**src/rtl/cfg_front_pkg.sv**
```systemverilog
// Package: shared encodings for the configuration access front end.
// Assumes sizes are coded 0/1/2 for 1/2/4 bytes.
package cfg_front_pkg;
    typedef enum logic [1:0] {
        SZ_BYTE = 2'd0,
        SZ_HALF = 2'd1,
        SZ_WORD = 2'd2,
        SZ_BAD  = 2'd3
    } size_e;

    typedef enum logic [1:0] {
        ST_IDLE  = 2'd0,
        ST_LOCAL = 2'd1,
        ST_BUSY  = 2'd2
    } state_e;

    typedef enum logic [1:0] {
        PATH_NONE = 2'd0,
        PATH_ADDR = 2'd1,
        PATH_PORT = 2'd2,
        PATH_WIN  = 2'd3
    } path_e;
endpackage

```
**src/rtl/cfg_sel_encoder.sv**
```systemverilog
// Module: priority encoder for the direct window's device-select bits.
// Returns the index of the lowest set bit, or SEL_N when none is set.
// Assumes IDX_W can hold SEL_N.
module cfg_sel_encoder #(
    parameter int SEL_N = 11,
    parameter int IDX_W = $clog2(SEL_N + 1)
) (
    input  logic [SEL_N-1:0] sel,
    output logic [IDX_W-1:0] idx
);
    // Scan downward so the lowest set bit wins.
    always_comb begin
        idx = IDX_W'(SEL_N);
        for (int i = SEL_N - 1; i >= 0; i--) begin
            if (sel[i]) idx = IDX_W'(i);
        end
    end
endmodule

```
**src/rtl/cfg_lane_swap.sv**
```systemverilog
// Module: byte-lane conversion for a big-endian host.
// With SWAP_EN off, data passes unchanged. Data is right-justified.
module cfg_lane_swap
    import cfg_front_pkg::*;
#(
    parameter bit SWAP_EN = 1'b1
) (
    input  logic [1:0]  size,
    input  logic [31:0] din,
    output logic [31:0] dout
);
    generate
        if (SWAP_EN) begin : g_swap
            // Reverse the bytes that the access size covers.
            always_comb begin
                case (size_e'(size))
                    SZ_HALF: dout = {16'h0, din[7:0], din[15:8]};
                    SZ_WORD: dout = {din[7:0], din[15:8], din[23:16], din[31:24]};
                    default: dout = din;
                endcase
            end
        end else begin : g_pass
            assign dout = din;
        end
    endgenerate
endmodule

```
**src/rtl/cfg_addr_decode.sv**
```systemverilog
// Module: classifies a processor access and forms the direct-window
// configuration address. Assumes SEL_LO + SEL_N <= WIN_LOG2.
module cfg_addr_decode
    import cfg_front_pkg::*;
#(
    parameter int          ADDR_W    = 32,
    parameter logic [31:0] ADDR_PORT = 32'h0000_0CF8,
    parameter logic [31:0] DATA_PORT = 32'h0000_0CFC,
    parameter logic [31:0] WIN_BASE  = 32'h8080_0000,
    parameter int          WIN_LOG2  = 22,
    parameter int          SEL_LO    = 11,
    parameter int          SEL_N     = 11
) (
    input  logic              io,
    input  logic [ADDR_W-1:0] addr,
    input  logic [1:0]        size,
    output path_e             path,
    output logic [ADDR_W-1:0] win_addr
);
    localparam int IDX_W = $clog2(SEL_N + 1);
    localparam int PAD_W = ADDR_W - IDX_W - SEL_LO;

    logic [IDX_W-1:0] dev_idx;
    logic             hit_addr, hit_data, hit_win, size_ok;

    cfg_sel_encoder #(.SEL_N(SEL_N), .IDX_W(IDX_W)) i_enc (
        .sel (addr[SEL_LO +: SEL_N]),
        .idx (dev_idx)
    );

    // Address-range hits for each path.
    always_comb begin
        size_ok  = (size_e'(size) != SZ_BAD);
        hit_addr = io && (addr == ADDR_W'(ADDR_PORT)) && (size_e'(size) == SZ_WORD);
        hit_data = io && (addr[ADDR_W-1:2] == DATA_PORT[ADDR_W-1:2]) && size_ok;
        hit_win  = !io && (addr[ADDR_W-1:WIN_LOG2] == WIN_BASE[ADDR_W-1:WIN_LOG2]) && size_ok;
    end

    // Path selection.
    always_comb begin
        if (hit_addr)      path = PATH_ADDR;
        else if (hit_data) path = PATH_PORT;
        else if (hit_win)  path = PATH_WIN;
        else               path = PATH_NONE;
    end

    assign win_addr = {{PAD_W{1'b0}}, dev_idx, addr[SEL_LO-1:0]};
endmodule

```
**src/rtl/cfg_access_front.sv**
```systemverilog
// Module: top of the configuration access front end. One processor access
// is served at a time; the requester holds cpu_req until cpu_ack.
// Forwarded accesses register their request and complete on cfg_done.
module cfg_access_front
    import cfg_front_pkg::*;
#(
    parameter logic [31:0] ADDR_PORT  = 32'h0000_0CF8,
    parameter logic [31:0] DATA_PORT  = 32'h0000_0CFC,
    parameter logic [31:0] WIN_BASE   = 32'h8080_0000,
    parameter int          WIN_LOG2   = 22,
    parameter int          SEL_LO     = 11,
    parameter int          SEL_N      = 11,
    parameter bit          BIG_ENDIAN = 1'b1
) (
    input  logic        clk,
    input  logic        rst_n,
    input  logic        cpu_req,
    input  logic        cpu_io,
    input  logic        cpu_we,
    input  logic [31:0] cpu_addr,
    input  logic [1:0]  cpu_size,
    input  logic [31:0] cpu_wdata,
    output logic        cpu_ack,
    output logic [31:0] cpu_rdata,
    output logic        cfg_req,
    output logic        cfg_we,
    output logic [31:0] cfg_addr,
    output logic [1:0]  cfg_size,
    output logic [31:0] cfg_wdata,
    input  logic        cfg_done,
    input  logic [31:0] cfg_rdata
);
    localparam int ADDR_W = 32;

    state_e      state;
    path_e       path;
    logic [31:0] win_addr, addr_reg, local_rdata, wr_swapped, rd_swapped;
    logic        win_q;

    cfg_addr_decode #(
        .ADDR_W(ADDR_W), .ADDR_PORT(ADDR_PORT), .DATA_PORT(DATA_PORT),
        .WIN_BASE(WIN_BASE), .WIN_LOG2(WIN_LOG2), .SEL_LO(SEL_LO), .SEL_N(SEL_N)
    ) i_dec (
        .io       (cpu_io),
        .addr     (cpu_addr),
        .size     (cpu_size),
        .path     (path),
        .win_addr (win_addr)
    );

    cfg_lane_swap #(.SWAP_EN(BIG_ENDIAN)) i_wr_swap (
        .size (cpu_size),
        .din  (cpu_wdata),
        .dout (wr_swapped)
    );

    cfg_lane_swap #(.SWAP_EN(BIG_ENDIAN)) i_rd_swap (
        .size (cfg_size),
        .din  (cfg_rdata),
        .dout (rd_swapped)
    );

    // Access sequencer: accept, serve locally or forward, then return to idle.
    always_ff @(posedge clk) begin
        if (!rst_n) begin
            state       <= ST_IDLE;
            addr_reg    <= '0;
            local_rdata <= '0;
            cfg_req     <= 1'b0;
            cfg_we      <= 1'b0;
            cfg_addr    <= '0;
            cfg_size    <= 2'd0;
            cfg_wdata   <= '0;
            win_q       <= 1'b0;
        end else begin
            case (state)
                ST_IDLE: begin
                    if (cpu_req) begin
                        case (path)
                            PATH_ADDR: begin
                                if (cpu_we) addr_reg <= cpu_wdata;
                                local_rdata <= cpu_we ? '0 : addr_reg;
                                state       <= ST_LOCAL;
                            end
                            PATH_PORT: begin
                                cfg_addr  <= {addr_reg[31:2], cpu_addr[1:0]};
                                cfg_wdata <= cpu_wdata;
                                cfg_we    <= cpu_we;
                                cfg_size  <= cpu_size;
                                win_q     <= 1'b0;
                                cfg_req   <= 1'b1;
                                state     <= ST_BUSY;
                            end
                            PATH_WIN: begin
                                cfg_addr  <= win_addr;
                                cfg_wdata <= wr_swapped;
                                cfg_we    <= cpu_we;
                                cfg_size  <= cpu_size;
                                win_q     <= 1'b1;
                                cfg_req   <= 1'b1;
                                state     <= ST_BUSY;
                            end
                            default: begin
                                local_rdata <= '0;
                                state       <= ST_LOCAL;
                            end
                        endcase
                    end
                end
                ST_LOCAL: state <= ST_IDLE;
                ST_BUSY: begin
                    if (cfg_done) begin
                        cfg_req <= 1'b0;
                        state   <= ST_IDLE;
                    end
                end
                default: state <= ST_IDLE;
            endcase
        end
    end

    // Processor response: local data one cycle after acceptance, bus data with done.
    always_comb begin
        cpu_ack   = 1'b0;
        cpu_rdata = '0;
        if (state == ST_LOCAL) begin
            cpu_ack   = 1'b1;
            cpu_rdata = local_rdata;
        end else if (state == ST_BUSY && cfg_done) begin
            cpu_ack   = 1'b1;
            cpu_rdata = win_q ? rd_swapped : cfg_rdata;
        end
    end
endmodule

```
**config.mk**
```make
export PLATFORM = sky130hd
export DESIGN_NAME = cfg_access_front
export DESIGN_NICKNAME = d
export VERILOG_FILES = /design/src/rtl/cfg_front_pkg.sv /design/src/rtl/cfg_sel_encoder.sv /design/src/rtl/cfg_lane_swap.sv /design/src/rtl/cfg_addr_decode.sv /design/src/rtl/cfg_access_front.sv
export SDC_FILE = /design/constraint.sdc
export NUM_CORES = 1
export LEC_CHECK = 0
export ABC_AREA = 1
export BUFFER_PORTS_ARGS = -buffer_cell sky130_fd_sc_hd__buf_2
export CAP_MARGIN = 20
export CORE_ASPECT_RATIO = 0.75
export CORE_MARGIN = 4
export CORE_UTILIZATION = 55
export DETAILED_ROUTE_END_ITERATION = 7
export PLACE_DENSITY = 0.83
export RECOVER_POWER = 50
export SETUP_SLACK_MARGIN = 0.15
export SYNTH_ARGS = -nofsm -noshare
export SYNTH_HDL_FRONTEND = slang
export SYNTH_SLANG_ARGS = --single-unit
```
**constraint.sdc**
```tcl
create_clock -name clk -period 3.15 [get_ports clk]
set_input_delay 0.1575 -clock clk [delete_from_list [all_inputs] [get_ports clk]]
set_output_delay 0.1575 -clock clk [all_outputs]
set_load 0.02 [all_outputs]
```
; ---- Word level (Yosys, flattened, before mapping)
; Index checks and enable logic that the tools add are counted.
[totals]
output_inout_bits = 101
inputBits = 104
regBits = 135
[classes]
eq_ne = 16
bitwise = 1
muxes = 34
reduce_logical = 18
[op_table]
columns = op, count
row1 = 32-bit case mux with 2 select lines, 5
row2 = 32-bit two-way mux, 4
row3 = 4-bit two-way mux, 10
row4 = "32-bit by 12-bit == test with 1-bit output, second input constant", 1
row5 = "30-bit by 10-bit == test with 1-bit output, second input constant", 1
row6 = 2-bit two-way mux, 6
row7 = "10-bit == test, second input constant", 1
row8 = "2-bit == test, second input constant", 5
row9 = 3-bit AND reduction, 3
row10 = "2-bit by 1-bit == test with 1-bit output, second input constant", 4
row11 = "2-bit != test, second input constant", 4
row12 = 4-bit AND reduction, 2
row13 = 1-bit logical AND, 7
row14 = 1-bit two-way mux, 6
row15 = 1-bit case mux with 2 select lines, 2
row16 = 2-bit case mux with 2 select lines, 1
row17 = 2-bit nonzero test, 2
row18 = 2-bit logical NOT, 1
row19 = 2-bit AND reduction, 1
row20 = 2-bit OR reduction, 1
row21 = 1-bit logical NOT, 1
row22 = 1-bit inverter, 1

; ---- Depth between registers and ports, before layout
[logic_depth]
word_depth = 12
ltp_mapped = 12
mapped_depth_nobuf = 12

; ---- Modules after synthesis
; Synthesis repeated with hierarchy kept, for this count alone.
[unflattened]
hier_cells = 1608
area_unflattened_um2 = 9482.8
[modules_own_cells]
columns = module, instances, cells_per_inst, seq_area_each_um2, area_each_um2
row1 = cfg_access_front, 1, 1236, 2702.6, 7338.3
row2 = cfg_lane_swap, 2, 131, 0.0, 790.8
row3 = cfg_addr_decode, 1, 82, 0.0, 429.2
row4 = cfg_sel_encoder, 1, 28, 0.0, 133.9

; ---- Worst setup path before layout
; OpenSTA, ideal clock, no wires.
[synth_path]
path_type = reg2out
startpoint = register cfg_size[0]
endpoint = output port cpu_rdata[10]
n_path_buf = 1
t_required_ns = 2.992
stages_incl_launch_ff = 7
setup_slack_ns = 1.083
arrival_time_ns = 1.909
cell_sequence = dfxtp_1 inv_1 ha_1 nor2_1 clkbuf_1 o21ai_0 o21ai_0
[synth_via]
elab_chain_cells = 5
word_cells_on_any_way = 6
cone_classes = 2 x eq/ne / 4 x mux
[synth_rtl]
columns = item, line
row1 = from (decl), cfg_access_front.sv:28  ; output logic [1:0] cfg_size,
row2 = from (signal assigned), cfg_access_front.sv:89  ; cfg_size <= cpu_size;
row3 = from (signal assigned), cfg_access_front.sv:98  ; cfg_size <= cpu_size;
row4 = 2-bit == test or 2-bit by 1-bit == test with 1-bit output (tied branches), cfg_lane_swap.sv:16  ; case (size_e'(size))
row5 = 32-bit case mux with 2 select lines *, cfg_lane_swap.sv:16
row6 = 32-bit two-way mux *, cfg_access_front.sv:131  ; cpu_rdata = win_q ? rd_swapped : cfg_rdata;
row7 = 32-bit two-way mux *, cfg_access_front.sv:129  ; end else if (state == ST_BUSY && cfg_done) begin
row8 = 32-bit two-way mux *, cfg_access_front.sv:126  ; if (state == ST_LOCAL) begin
row9 = to (decl), cfg_access_front.sv:24  ; output logic [31:0] cpu_rdata,
; Mark *: on every way between the ends. The rest lies on a longest branch, timed or not.

; ---- Worst setup path after layout
[layout_path]
startpoint = register cfg_size[0]
endpoint = output port cpu_rdata[0]
; The elaborated chain is that of the path after synthesis.

==> impl_metrics.xml <==
<?xml version="1.0" encoding="UTF-8"?>
<metrics>
  <group name="synth">
    <metric name="netlist_instances" unit="">1214</metric>
    <metric name="synth.yosys.seq_area_share" unit="%">36.4</metric>
    <metric name="synthSimpleGateAreaFrac" unit="%">37.1</metric>
    <metric name="synth_nets" unit="">1323</metric>
    <metric name="fraction_of_synthesized_cell_area_in_xor_and_xnor_cells" unit="%">0</metric>
    <metric name="yosys_register_bits" unit="">135</metric>
    <metric name="share_of_the_synthesized_area_in_the_top_cell_type" unit="%">36.4</metric>
    <metric name="synth_compound_area_share" unit="%">14.3</metric>
    <metric name="synth-warning-count" unit="">0</metric>
    <metric name="synth_mux_area_share" unit="%">0</metric>
    <metric name="synth_top_family_by_area" unit="">simple AND/OR/NAND/NOR gates</metric>
    <metric name="yosys.area_share.adder" unit="%">0.843</metric>
    <metric name="avgSynthCellArea" unit="sq um">6.11</metric>
    <metric name="netlist.top_cell.by_area" unit="">dfxtp_1</metric>
    <metric name="post_syn_area" unit="sq um">7420</metric>
    <metric name="synth_cell_types" unit="">30</metric>
    <metric name="most_area_consuming_cells_after_synthesis" unit="">dfxtp_1 36%, nand2_1 14%, nor2_1 13%</metric>
  </group>
  <group name="run">
    <metric name="drv_cap" unit="">0</metric>
  </group>
  <group name="sta">
    <metric name="finalSetupViolCount" unit="">0</metric>
    <metric name="timing.final.hold_violations" unit="">1</metric>
    <metric name="final_critical_delay_including_setup_and_external_delays" unit="ps">2610</metric>
    <metric name="hold_slack" unit="ps">-0.360</metric>
    <metric name="setup_total_negative_slack" unit="ps">0</metric>
    <metric name="timing.slew.headroom" unit="%">14.4</metric>
    <metric name="drv_slew" unit="">0</metric>
    <metric name="fmax" unit="GHz">0.383</metric>
    <metric name="worstMarginPinSlew" unit="ps">1280</metric>
    <metric name="fin_crit_sh" unit="%">82.9</metric>
    <metric name="rsz0062_at_grt" unit="">false</metric>
    <metric name="fin_worst_skew" unit="ps">10.0</metric>
  </group>
  <group name="route">
    <metric name="drc_errors" unit="">0</metric>
    <metric name="route.final.wire_length" unit="mm">24.2</metric>
    <metric name="detailedRoute.firstIterationViolations" unit="">1040</metric>
    <metric name="antenna_left" unit="">0</metric>
    <metric name="route.vias.total" unit="">8449</metric>
    <metric name="post_drt_via_cell_ratio" unit="">5.43</metric>
    <metric name="post_dr_wirelength_cell" unit="um">15.6</metric>
    <metric name="drtPass1Iterations" unit="">8</metric>
  </group>
  <group name="floorplanning">
    <metric name="dieWidth" unit="um">142</metric>
    <metric name="initial_core_util" unit="%">56.6</metric>
    <metric name="num_rows" unit="">36</metric>
    <metric name="vert_die_dim" unit="um">109</metric>
    <metric name="num_io_pins" unit="">205</metric>
    <metric name="core" unit="sq um">13100</metric>
    <metric name="design.die.area" unit="sq um">15400</metric>
  </group>
  <group name="setup_path">
    <metric name="crit_path_frequent_cell" unit="">inv_1</metric>
    <metric name="cpPeakStageDelay" unit="ps">390</metric>
    <metric name="crit-reg2reg-launch" unit="">state[0]$_SDFFE_PN0P_</metric>
    <metric name="crit_path_start_kind" unit="">flip-flop</metric>
    <metric name="regToRegEndpoint" unit="">local_rdata[29]$_SDFFE_PN0P_</metric>
    <metric name="crit_fanout" unit="">18</metric>
    <metric name="reg2reg_slack" unit="ps">780</metric>
    <metric name="crit_path_cell_trace" unit="">inv_1, ha_1, nor2_1, inv_1, buf_4, a21oi_1, a32o_1, buf_2</metric>
    <metric name="endpoint_kind" unit="">output pin</metric>
    <metric name="required" unit="ps">2990</metric>
    <metric name="worstSetupPathType" unit="">reg2out</metric>
    <metric name="cp_slowest_cell" unit="">dfxtp_1</metric>
    <metric name="worstRegToRegCells" unit="">6</metric>
    <metric name="worstPathArrival" unit="ps">2450</metric>
  </group>
  <group name="pwr">
    <metric name="power_frac_clock" unit="%">51.2</metric>
    <metric name="switching_power" unit="mW">0.947</metric>
    <metric name="pwr-share-comb" unit="%">6.6</metric>
    <metric name="total_leakage_power" unit="nW">4.22</metric>
    <metric name="powerDensity" unit="nW/um^2">452</metric>
    <metric name="cell_internal_pwr" unit="mW">3.11</metric>
    <metric name="max-vdd-ir-drop" unit="V">0.000490</metric>
    <metric name="power_switching_share" unit="%">23.3</metric>
    <metric name="power_frac_seq" unit="%">42.1</metric>
  </group>
  <group name="placed_design">
    <metric name="dp.final_hpwl" unit="mm">17.4</metric>
    <metric name="port_buffers" unit="">204</metric>
    <metric name="gpl.final_weighted_congestion" unit="">0.973</metric>
  </group>
  <group name="clocking">
    <metric name="clk_path_buf_depth" unit="">2</metric>
    <metric name="cts_tree" unit="">built</metric>
    <metric name="cts_max_level" unit="">4</metric>
    <metric name="cts-buffers-inserted" unit="">17</metric>
    <metric name="clk_latency" unit="ps">420</metric>
    <metric name="ctsRootBufferMaster" unit="">clkbuf_16</metric>
    <metric name="cts.sink_count" unit="">135</metric>
    <metric name="clkTransAtPathRegs" unit="ps">60</metric>
  </group>
  <group name="global_route">
    <metric name="first_global_vias" unit="">7667</metric>
    <metric name="initial_antenna_violation_count" unit="">1</metric>
    <metric name="grt_first_pass_wirelength" unit="mm">38.2</metric>
    <metric name="grt_util_all_layers" unit="%">30.8</metric>
    <metric name="globalRouteOverflowTotal" unit="">0</metric>
    <metric name="grt_start_max_net_pins" unit="">133</metric>
  </group>
  <group name="finish">
    <metric name="insertedDiodeCount" unit="">0</metric>
    <metric name="drive_above_1_share" unit="%">13.9</metric>
    <metric name="area_growth" unit="%">20.8</metric>
    <metric name="finalNetCount" unit="">1482</metric>
  </group>
  <group name="min_path">
    <metric name="hold_class" unit="">in2reg</metric>
    <metric name="hold_path_startpoint" unit="">cpu_addr[1]</metric>
    <metric name="hold_path_sink" unit="">cfg_addr[1]$_SDFFE_PN0P_</metric>
    <metric name="whs_path_depth" unit="">3</metric>
  </group>
  <group name="status">
    <metric name="failed_checks" unit="">negative hold slack</metric>
    <metric name="run_status" unit="">finished with violations</metric>
  </group>
</metrics>
[worst max-delay path, delay by kind of cell, from the launching register on]
kind                     cells  cell delay [ps]
buffers and inverters        4              780
flip-flops                   1              390
AO/OA/AOI/OAI                2              340
adder cells (fa/ha/maj)      1              300
AND/OR/NAND/NOR              1              220
[routing by layer]
metal / share of wire [%] / GRT usage, % / vias to the layer above
li1: - / - / 4176
met4: 2.0 / 10.1 / 2
met5: 0.062 / 0 / -
met3: 12 / 9.25 / 51
met2: 44 / 46.8 / 460
met1: 42 / 42.1 / 3760
[cell families (layout without fill, tap and decap cells)]
group                      count (synthesis)  in the layout
AOI/OAI and AO/OA                        203            203
adders and majority gates                  5              5
buffers and inverters                    209            380
DFF                                      135            135
and+or+nand+nor                          662            662
[through the flow]
| step | instance area (sq um) | utilization [%] | setup WS [ps] | power, mW | cells |
|---|---|---|---|---|---|
| after floorplan | 7420 | - | 1080 | 1.87 | 1214 |
| after global placement | 8450 | 64.5 | 927 | 2.01 | 1524 |
| after detailed placement | 8450 | 64.5 | 879 | 2.01 | 1524 |
| after CTS | 9070 | 69.2 | 590 | 4.06 | 1556 |
| after global routing | 8970 | 68.4 | 381 | 4.16 | 1556 |
| final | 8970 | 68.4 | 539 | 4.06 | 1556 |
[cell type report]
type / instances / area [sq um]
Tap cell: 171 / 214
Clock inverter: 13 / 181
Timing Repair Buffer: 223 / 1090
Clock buffer: 18 / 429
Multi-Input combinational cell: 870 / 3880
Inverter: 126 / 473
Fill cell: 1232 / 4140
Sequential cell: 135 / 2700
[Yosys cell counts]
cell type and n:
a21oi_1 45, a21oi_2 1, a32o_1 8, and3_1 1, buf_1 5, buf_2 27, buf_4 4, buf_6 1
clkbuf_1 46, clkinv_1 1, dfxtp_1 135, ha_1 5, inv_1 123, inv_2 2, nand2_1 275, nand2_2 1
nand3_1 74, nand3b_1 1, nand3b_2 1, nand4_1 35, nand4_4 1, nor2_1 250, nor2_2 1, nor2_4 1
nor3_1 17, nor3_2 2, nor3_4 1, o21ai_0 148, o21ai_1 1, or2_1 1
[how the worst max path moves through the flow]
stage,startpoint,end,slack [ps],depth (start not counted)
floorplan,cfg_size[0]$_SDFFE_PN0P_,cpu_rdata[10],1080,6
global placement,cpu_size[0],cfg_addr[28]$_SDFFE_PN0P_,930,11
detailed placement,cpu_size[0],cfg_addr[25]$_SDFFE_PN0P_,880,11
CTS,cfg_size[0]$_SDFFE_PN0P_,cpu_rdata[0],590,8
global route,cfg_size[0]$_SDFFE_PN0P_,cpu_rdata[0],380,8
finish,cfg_size[0]$_SDFFE_PN0P_,cpu_rdata[0],540,8
[cell usage in the layout (no fill, tap or decap)]
| cell | count |
|---|---|
| nand2_1 | 276 |
| nor2_1 | 250 |
| o21ai_0 | 148 |
| dfxtp_1 | 135 |
| buf_2 | 135 |
| inv_1 | 124 |
| nand3_1 | 74 |
| clkbuf_1 | 70 |
| a21oi_1 | 45 |
| nand4_1 | 35 |
| nor3_1 | 17 |
| clkbuf_16 | 17 |
| buf_4 | 16 |
| a32o_1 | 8 |
| ha_1 | 5 |
| clkinv_2 | 4 |
| bufinv_16 | 4 |
| clkinv_4 | 3 |
| nor3_2 | 2 |
| clkinvlp_4 | 2 |
| clkinv_1 | 1 |
| nor2_2 | 1 |
| and3_1 | 1 |
| or2_1 | 1 |
| nor3_4 | 1 |
| nand4_4 | 1 |
| nand3b_2 | 1 |
| a21oi_2 | 1 |
| o21ai_1 | 1 |
| nor2_4 | 1 |
| inv_2 | 1 |
| nand3b_1 | 1 |
| dlygate4sd3_1 | 1 |
| clkbuf_2 | 1 |
| buf_12 | 1 |
[timing repair]
item / CTS / global route
buffers inserted: 0 / 0
resized for setup: 0 / 0
hold endpoints to repair: 1 / 0
hold buffers: 1 / 0
setup endpoints to repair: 0 / 0
[power groups by stage]
stage | Combinational [mW] | Sequential, mW | Clock [mW]
after CTS | 0.262 | 1.71 | 2.08
after floorplan | 0.124 | 1.75 | 0
after global routing | 0.292 | 1.71 | 2.16
after global placement | 0.260 | 1.75 | 0
after detailed placement | 0.259 | 1.75 | 0
final | 0.269 | 1.71 | 2.08
Note: power is estimated with default switching activity, not from simulation.
